$ cat config.mk
export PLATFORM = sky130hd
export DESIGN_NAME = dual_mode_shreg
export DESIGN_NICKNAME = d
export VERILOG_FILES = /design/src/rtl/shreg_pkg.sv /design/src/rtl/shreg_sync.sv /design/src/rtl/shreg_fall_det.sv /design/src/rtl/shreg_stage.sv /design/src/rtl/dual_mode_shreg.sv
export SDC_FILE = /design/constraint.sdc
export NUM_CORES = 1
export LEC_CHECK = 0
export ABC_AREA = 1
export CAP_MARGIN = 25
export CELL_PAD_IN_SITES_DETAIL_PLACEMENT = 0
export CELL_PAD_IN_SITES_GLOBAL_PLACEMENT = 1
export CORE_MARGIN = 2
export CORE_UTILIZATION = 32
export DETAILED_ROUTE_END_ITERATION = 10
export HOLD_SLACK_MARGIN = 0.06
export PLACE_DENSITY_LB_ADDON = 0.08
export SYNTH_ARGS = -nofsm -noshare
export SYNTH_HDL_FRONTEND = slang
export SYNTH_SLANG_ARGS = --single-unit
$ cat constraint.sdc
create_clock -name clk_i -period 1.15 [get_ports clk_i]
set_clock_uncertainty 0.05 [all_clocks]
set_input_delay 0.1725 -clock clk_i [delete_from_list [all_inputs] [get_ports clk_i]]
set_output_delay 0.1725 -clock clk_i [all_outputs]
set_load 0.005 [all_outputs]
$ cat src/rtl/shreg_pkg.sv
package shreg_pkg;
  typedef enum logic {
    MODE_SHIFT = 1'b0,
    MODE_LOAD  = 1'b1
  } shreg_mode_e;
endpackage

$ cat src/rtl/shreg_sync.sv
module shreg_sync #(
  parameter int WIDTH  = 1,
  parameter int STAGES = 2
) (
  input  logic             clk_i,
  input  logic             rst_ni,
  input  logic [WIDTH-1:0] d_i,
  output logic [WIDTH-1:0] q_o
);
  logic [WIDTH-1:0] chain_q [STAGES];

  for (genvar s = 0; s < STAGES; s++) begin : g_stage
    always_ff @(posedge clk_i or negedge rst_ni) begin
      if (!rst_ni) begin
        chain_q[s] <= '0;
      end else if (s == 0) begin
        chain_q[s] <= d_i;
      end else begin
        chain_q[s] <= chain_q[(s == 0) ? 0 : s-1];
      end
    end
  end

  assign q_o = chain_q[STAGES-1];
endmodule

$ cat src/rtl/shreg_fall_det.sv
module shreg_fall_det (
  input  logic clk_i,
  input  logic rst_ni,
  input  logic lvl_i,
  output logic fall_o
);
  logic prev_q;

  // reset low so a clock held high at reset release gives no spurious edge
  always_ff @(posedge clk_i or negedge rst_ni) begin
    if (!rst_ni) prev_q <= 1'b0;
    else         prev_q <= lvl_i;
  end

  assign fall_o = prev_q & ~lvl_i;
endmodule

$ cat src/rtl/shreg_stage.sv
module shreg_stage
  import shreg_pkg::*;
(
  input  logic        clk_i,
  input  logic        rst_ni,
  input  logic        upd_i,
  input  shreg_mode_e mode_i,
  input  logic        chain_i,
  input  logic        par_i,
  output logic        q_o
);
  always_ff @(posedge clk_i or negedge rst_ni) begin
    if (!rst_ni) begin
      q_o <= 1'b0;
    end else if (upd_i) begin
      q_o <= (mode_i == MODE_LOAD) ? par_i : chain_i;
    end
  end
endmodule

$ cat src/rtl/dual_mode_shreg.sv
module dual_mode_shreg
  import shreg_pkg::*;
#(
  parameter int WIDTH       = 4,
  parameter int SYNC_STAGES = 2
) (
  input  logic             clk_i,
  input  logic             rst_ni,
  input  logic             mode_i,
  input  logic             shift_clk_i,
  input  logic             load_clk_i,
  input  logic             ser_i,
  input  logic [WIDTH-1:0] par_i,
  output logic [WIDTH-1:0] q_o
);
  localparam int CtlW = 3;

  logic [CtlW-1:0] ctl_s;
  logic            mode_s, shift_s, load_s;
  logic            shift_fall, load_fall, upd;
  shreg_mode_e     mode_e;

  // mode goes through the same synchronizer so it lines up with the clocks
  shreg_sync #(.WIDTH(CtlW), .STAGES(SYNC_STAGES)) u_sync (
    .clk_i (clk_i),
    .rst_ni(rst_ni),
    .d_i   ({mode_i, load_clk_i, shift_clk_i}),
    .q_o   (ctl_s)
  );

  assign shift_s = ctl_s[0];
  assign load_s  = ctl_s[1];
  assign mode_s  = ctl_s[2];
  assign mode_e  = shreg_mode_e'(mode_s);

  shreg_fall_det u_fall_shift (
    .clk_i (clk_i), .rst_ni(rst_ni), .lvl_i(shift_s), .fall_o(shift_fall)
  );
  shreg_fall_det u_fall_load (
    .clk_i (clk_i), .rst_ni(rst_ni), .lvl_i(load_s), .fall_o(load_fall)
  );

  assign upd = (mode_e == MODE_LOAD) ? load_fall : shift_fall;

  for (genvar i = 0; i < WIDTH; i++) begin : g_bit
    logic chain_in;
    if (i == 0) begin : g_head
      assign chain_in = ser_i;
    end else begin : g_body
      assign chain_in = q_o[(i == 0) ? 0 : i-1];
    end
    shreg_stage u_stage (
      .clk_i  (clk_i),
      .rst_ni (rst_ni),
      .upd_i  (upd),
      .mode_i (mode_e),
      .chain_i(chain_in),
      .par_i  (par_i[i]),
      .q_o    (q_o[i])
    );
  end
endmodule

# Yosys cells after proc, flatten, opt, wreduce, memory -nomap -nowiden
# Cells that the tools add are included.
[word_totals] input_bits=10 word_cells=17 ff_bits=12
[op_classes] bitwise_logic=4 muxes=5
[op_table] cell="$mux W1" count=5
[op_table] cell="$and A1 B1 Y1" count=2
[op_table] cell="$not A1 Y1" count=2

# Longest topological paths before layout
# Gate-level depths: netlist of run 1.
[logic_depth] depth_word=3 ltp_mapped=5 ltp_nobuf=5

# Cells and area by module
# Synthesis of run 1 repeated with hierarchy kept, for this count alone.
[unflattened] hier_cells=62 area_unflattened_um2=520.5
[by_module_without_submodules] mod="shreg_stage" n_inst=4 cells_each=10 seq_area_each_um2=25.0 area_each_um2=60.1
[by_module_without_submodules] mod="shreg_sync" n_inst=1 cells_each=9 seq_area_each_um2=150.1 area_each_um2=172.7
[by_module_without_submodules] mod="shreg_fall_det" n_inst=2 cells_each=3 seq_area_each_um2=25.0 area_each_um2=35.0
[by_module_without_submodules] mod="dual_mode_shreg" n_inst=1 cells_each=7 seq_area_each_um2=0.0 area_each_um2=37.5

# Worst setup path after synthesis of run 1
# Ideal clock, no wire load.
[synth_path] kind="reg-to-reg" start="reg u_sync.chain_q, in the netlist u_sync.q_o[2]" end="reg g_bit[0].u_stage.q_o" path_buffers=0 arrival_time_ps=782 t_required_ps=1035 setup_ps=65 slack_ps=254 path_stages_with_launch=6 path_cell_list="dfrtp_1 inv_2 nand3_4 nand2_2 nand2_1 nand2_1"
[synth_via] elab_chain_cells=1
[synth_rtl] element="from (decl)" line_no="shreg_sync.sv:10" text="logic [WIDTH-1:0] chain_q [STAGES];"
[synth_rtl] element="from (signal, indexed assignment)" line_no="shreg_sync.sv:17" text="chain_q[s] <= d_i;"
[synth_rtl] element="from (signal, indexed assignment)" line_no="shreg_sync.sv:19" text="chain_q[s] <= chain_q[(s == 0) ? 0 : s-1];"
[synth_rtl] element="$mux W1 (on tied branches)" line_no="shreg_stage.sv:16, dual_mode_shreg.sv:43"
[synth_rtl] element="to (signal assigned)" line_no="shreg_stage.sv:16" text="q_o <= (mode_i == MODE_LOAD) ? par_i : chain_i;"
[synth_rtl] element="to (decl)" line_no="shreg_stage.sv:10" text="output logic q_o"
# Parallel ways exist; a longest one is shown, timed or not.
# A chain may end at the register's enable or synchronous reset.

# Worst setup path in the final report of run 1
[layout_path] start="reg g_bit[2].u_stage.q_o" end="out q_o[2]"
[layout_rtl] element="from (decl)" line_no="shreg_stage.sv:10"
[layout_rtl] element="from (signal assigned)" line_no="shreg_stage.sv:16"
[layout_rtl] element="to (decl)" line_no="dual_mode_shreg.sv:14" text="output logic [WIDTH-1:0] q_o"
# No word-level cell between the ends.

==> results.md, run 1 <==
Critical path:
- The required time of the critical path is 0.93 ns.
- The startpoint of the most critical register-to-register path is u_sync.q_o[2].
- The critical path goes through dlygate4sd2_1.
- The largest driver fanout on the critical path is 2.
- In this run the register-to-register setup slack is 0.12 ns.
- The largest single stage delay on the critical path is 0.37 ns.
- STA classifies the critical path endpoint as an output port.
- The number of buffer and inverter stages on the critical path is 1.
- STA classifies the critical path startpoint as a flip-flop.
- The critical path data arrival time is 0.88 ns.
- The worst-path cell with the longest stage delay is sky130_fd_sc_hd__dfrtp_1.
- The kind of critical path is flip-flop to output port.
- Measured in cells, the most critical reg-to-reg path has a length of 5.
- On the critical path the largest part of the delay comes from flip-flops.
- The worst reg2reg path endpoint is g_bit[2].u_stage.q_o.

Layout:
- The finished cells cover 661.9 µm².
- The fraction of final layout cells with drive strength greater than 1 is 20.31%.
- The area occupied by multi-input gates is 128.9 µm².
- The count of nets after finishing is 75.
- The layout overhead on the synthesized area is 40.69%.
- The register cell area after layout is 300.3 µm².
- The number of filler instances in the final layout is 133.
- The number of antenna diodes is 0.

Floorplanning:
- The initial core utilization is 35.27%.
- In this run the standard cell core region covers 0.001334 mm².
- Pin placement for this block handled 14 I/O pins.
- Measured along the x axis, the die boundary spans 42.34 µm.
- The floorplan has 13 rows.
- The overall die area is 0.001793 mm².
- The vertical extent of the die is 42.34 µm.

Detailed routing:
- In this run the remaining antenna-violating nets after routing total 0.
- The routed wirelength normalized by instance count is 10.22 µm.
- In this run, the number of DRC markers left after iteration 0 of detailed routing was 1.
- The first-pass detailed-route iteration total is 2.
- The per-cell via count in the routed design is 4.367.
- Wires add up to 807 µm.
- The number of remaining DRC errors is 0.
- The routed via count is 345.

STA:
- Measured against its own limit, the worst slew margin works out to 85.61%.
- Setup repair after global routing left no endpoint under its margin.
- Static timing analysis puts the maximum clock frequency at 904.2 MHz.
- For the pin with the worst max-slew slack, the measured transition is 0.2158 ns.
- The final-report hold violation count is 0.
- The post-route minimum period is 1.106 ns.
- The final worst-path cycle share is 96.17%.
- The setup TNS is 0 ns.
- The max-slew violation count was 0.
- The number of setup violations in the final report is 0.

Power and ir drop:
- Of the total power, the share spent switching nets is 22.01%.
- The proportion of power drawn by combinational gates is 19.2%.
- The worst supply voltage drop on vdd is 0.0005914 V.
- The sequential power share is 49.1%.
- The internal portion of total power is 0.0007692 W.
- The clock network accounts for 31.8% of the total power.
- The power density over cell area is 1490 mW/mm².
- The static power due to leakage is 0.3358 nW.
- The net switching power is 0.0002170 W.

Logic synthesis:
- The predominant post-synthesis flop cell is sky130_fd_sc_hd__dfrtp_1.
- The biggest area contributor in the post-synthesis netlist is sky130_fd_sc_hd__dfrtp_1.
- The share of async-settable or async-resettable flops after synthesis is 100.0%.
- Counting every instance in the synthesized netlist gives 46.
- sky130_fd_sc_hd__nand2_1 is the most common cell in the netlist.
- After synthesis, the most frequently instantiated cells are sky130_fd_sc_hd__nand2_1 (20), sky130_fd_sc_hd__dfrtp_1 (12), sky130_fd_sc_hd__buf_4 (4), sky130_fd_sc_hd__nand3_1 (4), sky130_fd_sc_hd__inv_1 (2).
- After synthesis the netlist holds a flip-flop and latch count of 12.
- The post-synth net total is 56.
- After synthesis, flip-flops and latches occupy 63.83% of the total area.
- After synthesis, the mean cell area works out to 10.23 µm².
- Yosys printed 0 warnings.
- The post-synthesis cell type count is 9.
- The post-synth design cell area is 470.5 µm².
- The number of synthesized flops with an enable pin is 0.
- The share of the synthesized area in the top cell type is 63.83%.
- After synthesis, the cell types taking the most area are sky130_fd_sc_hd__dfrtp_1 (64%), sky130_fd_sc_hd__nand2_1 (16%), sky130_fd_sc_hd__buf_4 (6.4%), sky130_fd_sc_hd__nand3_1 (4.3%), sky130_fd_sc_hd__nand3_4 (3.7%).

Place:
- The count of input and output buffers is 13.
- Routability-driven placement finished with a final weighted congestion of 0.7462.
- Once placement finished, the instance area stood at 596.8 µm².

Global routing:
- Entering global routing, the biggest net connects 13 pins.
- In the global route stage, overall resource usage came out at 10.96%.
- After global routing the overflow that remains totals 0.
- The first global-routing pass estimated 1449 µm of wire.
- The number of global-route vias before repair is 348.
- The initial antenna violation count is 0.

Run:
- The number of maximum-capacitance constraint violations is 0.

CTS:
- The clock insertion delay at the later pin of the skew report is 0.26 ns.
- The number of buffers on the longest clock path is 2.
- TritonCTS built the clock tree.
- The cell sitting at the root of the clock tree is a sky130_fd_sc_hd__clkbuf_4.
- The sink count of the clock tree is 12.
- Clock-pin slew was measured on the worst setup and hold paths at 0.07 ns.
- CTS built an H-tree with a depth of 1.
- In this run, post-CTS hold repair placed 0 buffers.
- Counting the buffers created by CTS gives 3.

Hold path:
- The class of the worst hold path is primary input to asynchronous set/reset pin.

Outcome:
- The run finished with clean final reports.
## sequential cells by signal (all words and copies together) (netlist names)
signal	cells
u_sync.q_o	3
g_bit.u_stage.q_o	4
u_fall_load.prev_q	1
u_sync.chain_q	3
u_fall_shift.prev_q	1
## placed cells by master, fill, tap and decap left out
cell type,count
sky130_fd_sc_hd__nand2_1,20
sky130_fd_sc_hd__dfrtp_1,12
sky130_fd_sc_hd__clkdlybuf4s50_1,9
sky130_fd_sc_hd__buf_4,5
sky130_fd_sc_hd__nand3_1,4
sky130_fd_sc_hd__clkbuf_4,3
sky130_fd_sc_hd__clkdlybuf4s15_1,3
sky130_fd_sc_hd__inv_1,2
sky130_fd_sc_hd__inv_2,1
sky130_fd_sc_hd__nand3_4,1
sky130_fd_sc_hd__nand3_2,1
sky130_fd_sc_hd__nand2_2,1
sky130_fd_sc_hd__clkbuf_8,1
sky130_fd_sc_hd__dlygate4sd2_1,1
## worst register-to-register path, delay by kind of cell, from the launching register on
| family | cells | cell delay (ns) |
|---|---|---|
| buffers and inverters | 1 | 0.15 |
| AND/OR/NAND/NOR | 4 | 0.31 |
| flip-flops | 1 | 0.45 |
## power by group through the flow
stage | Sequential [W] | Clock, W | Combinational, W
2_1_floorplan | 0.000492 | 0 | 0.0000938
3_3_place_gp | 0.000495 | 0 | 0.000157
3_5_place_dp | 0.000499 | 0 | 0.000159
4_1_cts | 0.000485 | 0.000331 | 0.000175
5_1_grt | 0.000490 | 0.000361 | 0.000207
6_report | 0.000484 | 0.000313 | 0.000189
## per-stage QoR
stage / cells / worst slack [ns] / hold slack (ns) / utilization, % / power [W]
finish: 79 / 0.04407 / 0.1580 / 49.62 / 0.0009862
global route: 79 / 0.005069 / 0.1489 / 49.62 / 0.001058
CTS: 78 / 0.009224 / 0.1548 / 48.78 / 0.0009907
detailed placement: 71 / 0.06757 / 0.2919 / 44.75 / 0.0006583
global placement: 71 / 0.08601 / 0.2835 / 44.75 / 0.0006517
floorplan: 46 / 0.2535 / -0.1731 / - / 0.0005859
## cell families (layout without fill, tap and decap cells)
kind of cell	count (synthesis)	in the layout	synth area share, %
buffers and inverters	7	25	8.777
DFF	12	12	63.83
and+or+nand+nor	27	27	27.39
## area by class of cell
class / count / area share (%)
well taps: 15 / 2.836
clock buffers: 4 / 5.482
inverters: 3 / 1.701
flip-flops and latches: 12 / 45.37
multi-input cells: 27 / 19.47
repair buffers: 18 / 25.14
## layer usage
| metal | vias to the layer above | routed length, µm | global-route usage (%) |
|---|---|---|---|
| li1 | 173 | - | - |
| met1 | 158 | 295 | 12.30 |
| met2 | 12 | 440 | 17.85 |
| met3 | 2 | 55 | 4.310 |
| met4 | 0 | 16 | 5.625 |
| met5 | - | 0 | 0 |
## how the worst max path moves through the flow
stage	start	end	slack (ns)	depth (start not counted)
4_1_cts	g_bit[0].u_stage.q_o	q_o[0]	0.009	1
3_5_place_dp	g_bit[1].u_stage.q_o	q_o[1]	0.07	1
3_3_place_gp	g_bit[0].u_stage.q_o	q_o[0]	0.09	1
5_1_grt	g_bit[2].u_stage.q_o	q_o[2]	0.005	1
2_1_floorplan	u_sync.q_o[2]	g_bit[0].u_stage.q_o	0.25	5
6_report	g_bit[2].u_stage.q_o	q_o[2]	0.04	1
## timing repair
item / 4_1_cts / 5_1_grt
endpoints found under the setup margin: 4 / 3
resized for setup: 4 / 3
pin swaps: 0 / 0
buffers inserted: 3 / 1
(Power assumes the default switching activity.)
==> run 2: changes to the inputs <==
--- a/config.mk
+++ b/config.mk
@@ -9,7 +9,6 @@
 export CAP_MARGIN = 25
 export CELL_PAD_IN_SITES_DETAIL_PLACEMENT = 0
 export CELL_PAD_IN_SITES_GLOBAL_PLACEMENT = 1
-export CORE_MARGIN = 2
 export CORE_UTILIZATION = 32
 export DETAILED_ROUTE_END_ITERATION = 10
 export HOLD_SLACK_MARGIN = 0.06
==> results.md, run 2 (synthesis gave the netlist of run 1 again) <==
Outcome:
- The flow ran to the end, and the final reports show no timing, DRC or antenna violations.

STA:
- Setup repair after global routing left no endpoint under its margin.
- Across all hold checks on the routed design, the worst slack comes to 0.08416 ns.
- The max-slew violation count is 0.
- The maximum operating frequency is 895.8 MHz.
- In the finished design, the share of the clock period the worst path needs comes to 97.07%.
- The number of setup violations in the final report is 0.
- The setup TNS is 0 ns.
- Counting I/O delays and the setup requirement, the final critical path takes 1.116 ns.
- The normalized max-slew margin is 83.72%.
- For the pin with the worst max-slew slack, the measured transition is 0.2434 ns.
- The final-report hold violation count is 0.

Global routing:
- In the global route stage, overall resource usage came out at 12.43%.
- For this run the aggregate overflow at the end of global routing stands at 0.
- The first global-routing pass estimated 1269 µm of wire.
- The maximum number of pins on one net before global-route repair is 8.
- The initial antenna violation count is 0.
- The number of global-route vias before repair is 321.

Floorplanning:
- 14 I/O pins were placed.
- The core region is 0.001334 mm².
- The overall die area is 0.001627 mm².
- In this run the horizontal extent of the chip is 40.34 µm.
- The vertical extent of the die is 40.34 µm.
- The initial core utilization is 35.27%.
- The site row count is 13.

CTS:
- The cell sitting at the root of the clock tree is a sky130_fd_sc_hd__clkbuf_4.
- TritonCTS built the clock tree.
- The sink count of the clock tree is 12.
- The count of hold-fix buffers inserted at cts is 0.
- The clock input transition at the sequential cells of the worst setup and hold paths is 0.06 ns.
- Buffers inserted during clock tree synthesis total 3.
- The clock insertion delay at the later pin of the skew report is 0.26 ns.
- In this run the number of H-tree levels came out at 1.
- The number of buffers on the longest clock path is 2.

Critical path:
- At the worst endpoint, the arrival time is 0.89 ns.
- STA classifies the critical path endpoint as an output port.
- Among all stages on the critical path, the largest delay is contributed by sky130_fd_sc_hd__dfrtp_1.
- The peak per-stage delay on the critical path is 0.37 ns.
- The number of buffer and inverter stages on the critical path is 1.
- The critical path goes through dlygate4sd2_1.
- Along the worst path, the maximum fanout reaches 2.
- The startpoint class of the critical path is a flip-flop.
- The required time of the critical path is 0.93 ns.
- The kind of critical path is flip-flop to output port.
- Broken down by cell family, the worst path's largest delay share belongs to flip-flops.

Power and ir drop:
- Sequential cells account for 52.8% of the total power.
- The internal portion of total power is 0.0007062 W.
- The total power draw is 0.0009193 W.
- Combinational logic is responsible for 21.5% of the overall power.
- In this run the power spent charging and discharging nets is 0.0002131 W.
- The power density over cell area is 1402 mW/mm².
- In this run switching power makes up 23.18% of total power.
- The static power due to leakage is 0.3336 nW.
- VDD sags by at most 0.0007307 V.
- Of the total power, the clock network draws 25.7%.

Layout:
- The number of antenna diodes is 0.
- In the layout the commonest cells are sky130_fd_sc_hd__nand2_1 (20), sky130_fd_sc_hd__dfrtp_1 (12), sky130_fd_sc_hd__clkdlybuf4s50_1 (9), sky130_fd_sc_hd__buf_4 (6), sky130_fd_sc_hd__nand3_1 (4).
- The number of filler instances in the final layout is 128.
- The register with the most flip-flops in the layout has 4 of them.
- Across the whole layout, storage elements account for 300.3 µm².
- The largest registers in the layout are g_bit.u_stage.q_o: 4 flops, u_sync.chain_q: 3 flops, u_sync.q_o: 3 flops.
- Of the cells placed in the final design, the portion with a size suffix greater than 1 is 20.31%.
- The most flop-heavy register is g_bit.u_stage.q_o.
- The count of nets after finishing is 76.
- The layout overhead on the synthesized area is 39.36%.
- Cells fill 49.16% of the core in the end.
- The commonest non-fill, non-tap cell in the layout is sky130_fd_sc_hd__nand2_1.
- The count of cells in the finished layout, fillers not included, comes to 79.
- The area occupied by multi-input gates is 128.9 µm².

Detailed routing:
- The routed layout has 365 vias.
- In the final routed layout, each cell accounts on average for 10.23 µm.
- For this run, design rule violations remaining after detail routing come to 0.
- In this run the remaining antenna-violating nets after routing total 0.
- Dividing the detail-routed via count by the number of cells gives 4.620.
- After the first detailed-routing iteration, the DRC count stood at 7.
- Wires add up to 808 µm.
- The first TritonRoute pass finished after 4 iterations.

Run:
- The tool flagged a number of max-cap violations equal to 0.

Place:
- The number of placed instances, taps included, is 71.
- The congestion estimate from routability-driven global placement came to 0.6251.
- Buffers placed on the I/O ports in this run total 13.
- The HPWL after detailed placement is 598.6 µm.

Hold path:
- The class of the worst hold path is primary input to asynchronous set/reset pin.
run 2: timing repair:
action                                 4_1_cts  5_1_grt
setup buffers                                3        2
setup endpoints to repair                    4        3
endpoints found under the hold margin        0        0
gates resized for setup                      4        3
run 2: metrics by stage:
| step | worst slack [ns] | instance area, µm² |
|---|---|---|
| finish | 0.03367 | 655.6 |
| global placement | 0.08685 | 596.8 |
| CTS | 0.01029 | 636.9 |
| global route | 0.002051 | 655.6 |
| detailed placement | 0.06665 | 596.8 |
| floorplan | 0.2535 | 470.5 |
run 2: final cells by class:
type	instances	share of cell area, %
flip-flops and latches	12	45.80
well taps	15	2.863
inverters	3	1.718
multi-input cells	27	19.66
repair buffers	19	26.53
clock buffers	3	3.435
run 2: power groups by stage:
stage               combinational [W]  clock [W]  sequential [W]
floorplan                   0.0000938          0        0.000492
global placement             0.000156          0        0.000495
finish                       0.000198   0.000236        0.000485
CTS                          0.000175   0.000249        0.000485
global route                 0.000218   0.000265        0.000490
detailed placement           0.000158          0        0.000500
run 2: worst paths after layout:
path / slack [ns] / to / cells past startpoint / from
max: 0.03 / q_o[2] / 1 / g_bit[2].u_stage.q_o
min: 0.08 / u_fall_shift.prev_q / 1 / rst_ni
max reg2reg: 0.12 / g_bit[2].u_stage.q_o / 5 / u_sync.q_o[2]
min reg2reg: 0.30 / u_sync.q_o[0] / 0 / u_sync.chain_q[3]
max in group asynchronous: 0.60 / g_bit[1].u_stage.q_o / 2 / rst_ni
min in group clk_i: 0.29 / u_sync.chain_q[3] / 1 / shift_clk_i
run 2: metal layers:
metal / GRT usage [%] / up-vias / share of wire (%)
met1: 13.72 / 175 / 41
met5: 0 / - / 0
met4: 7.500 / 0 / 0
met2: 19.84 / 13 / 52
li1: - / 177 / -
met3: 5.000 / 0 / 7.1
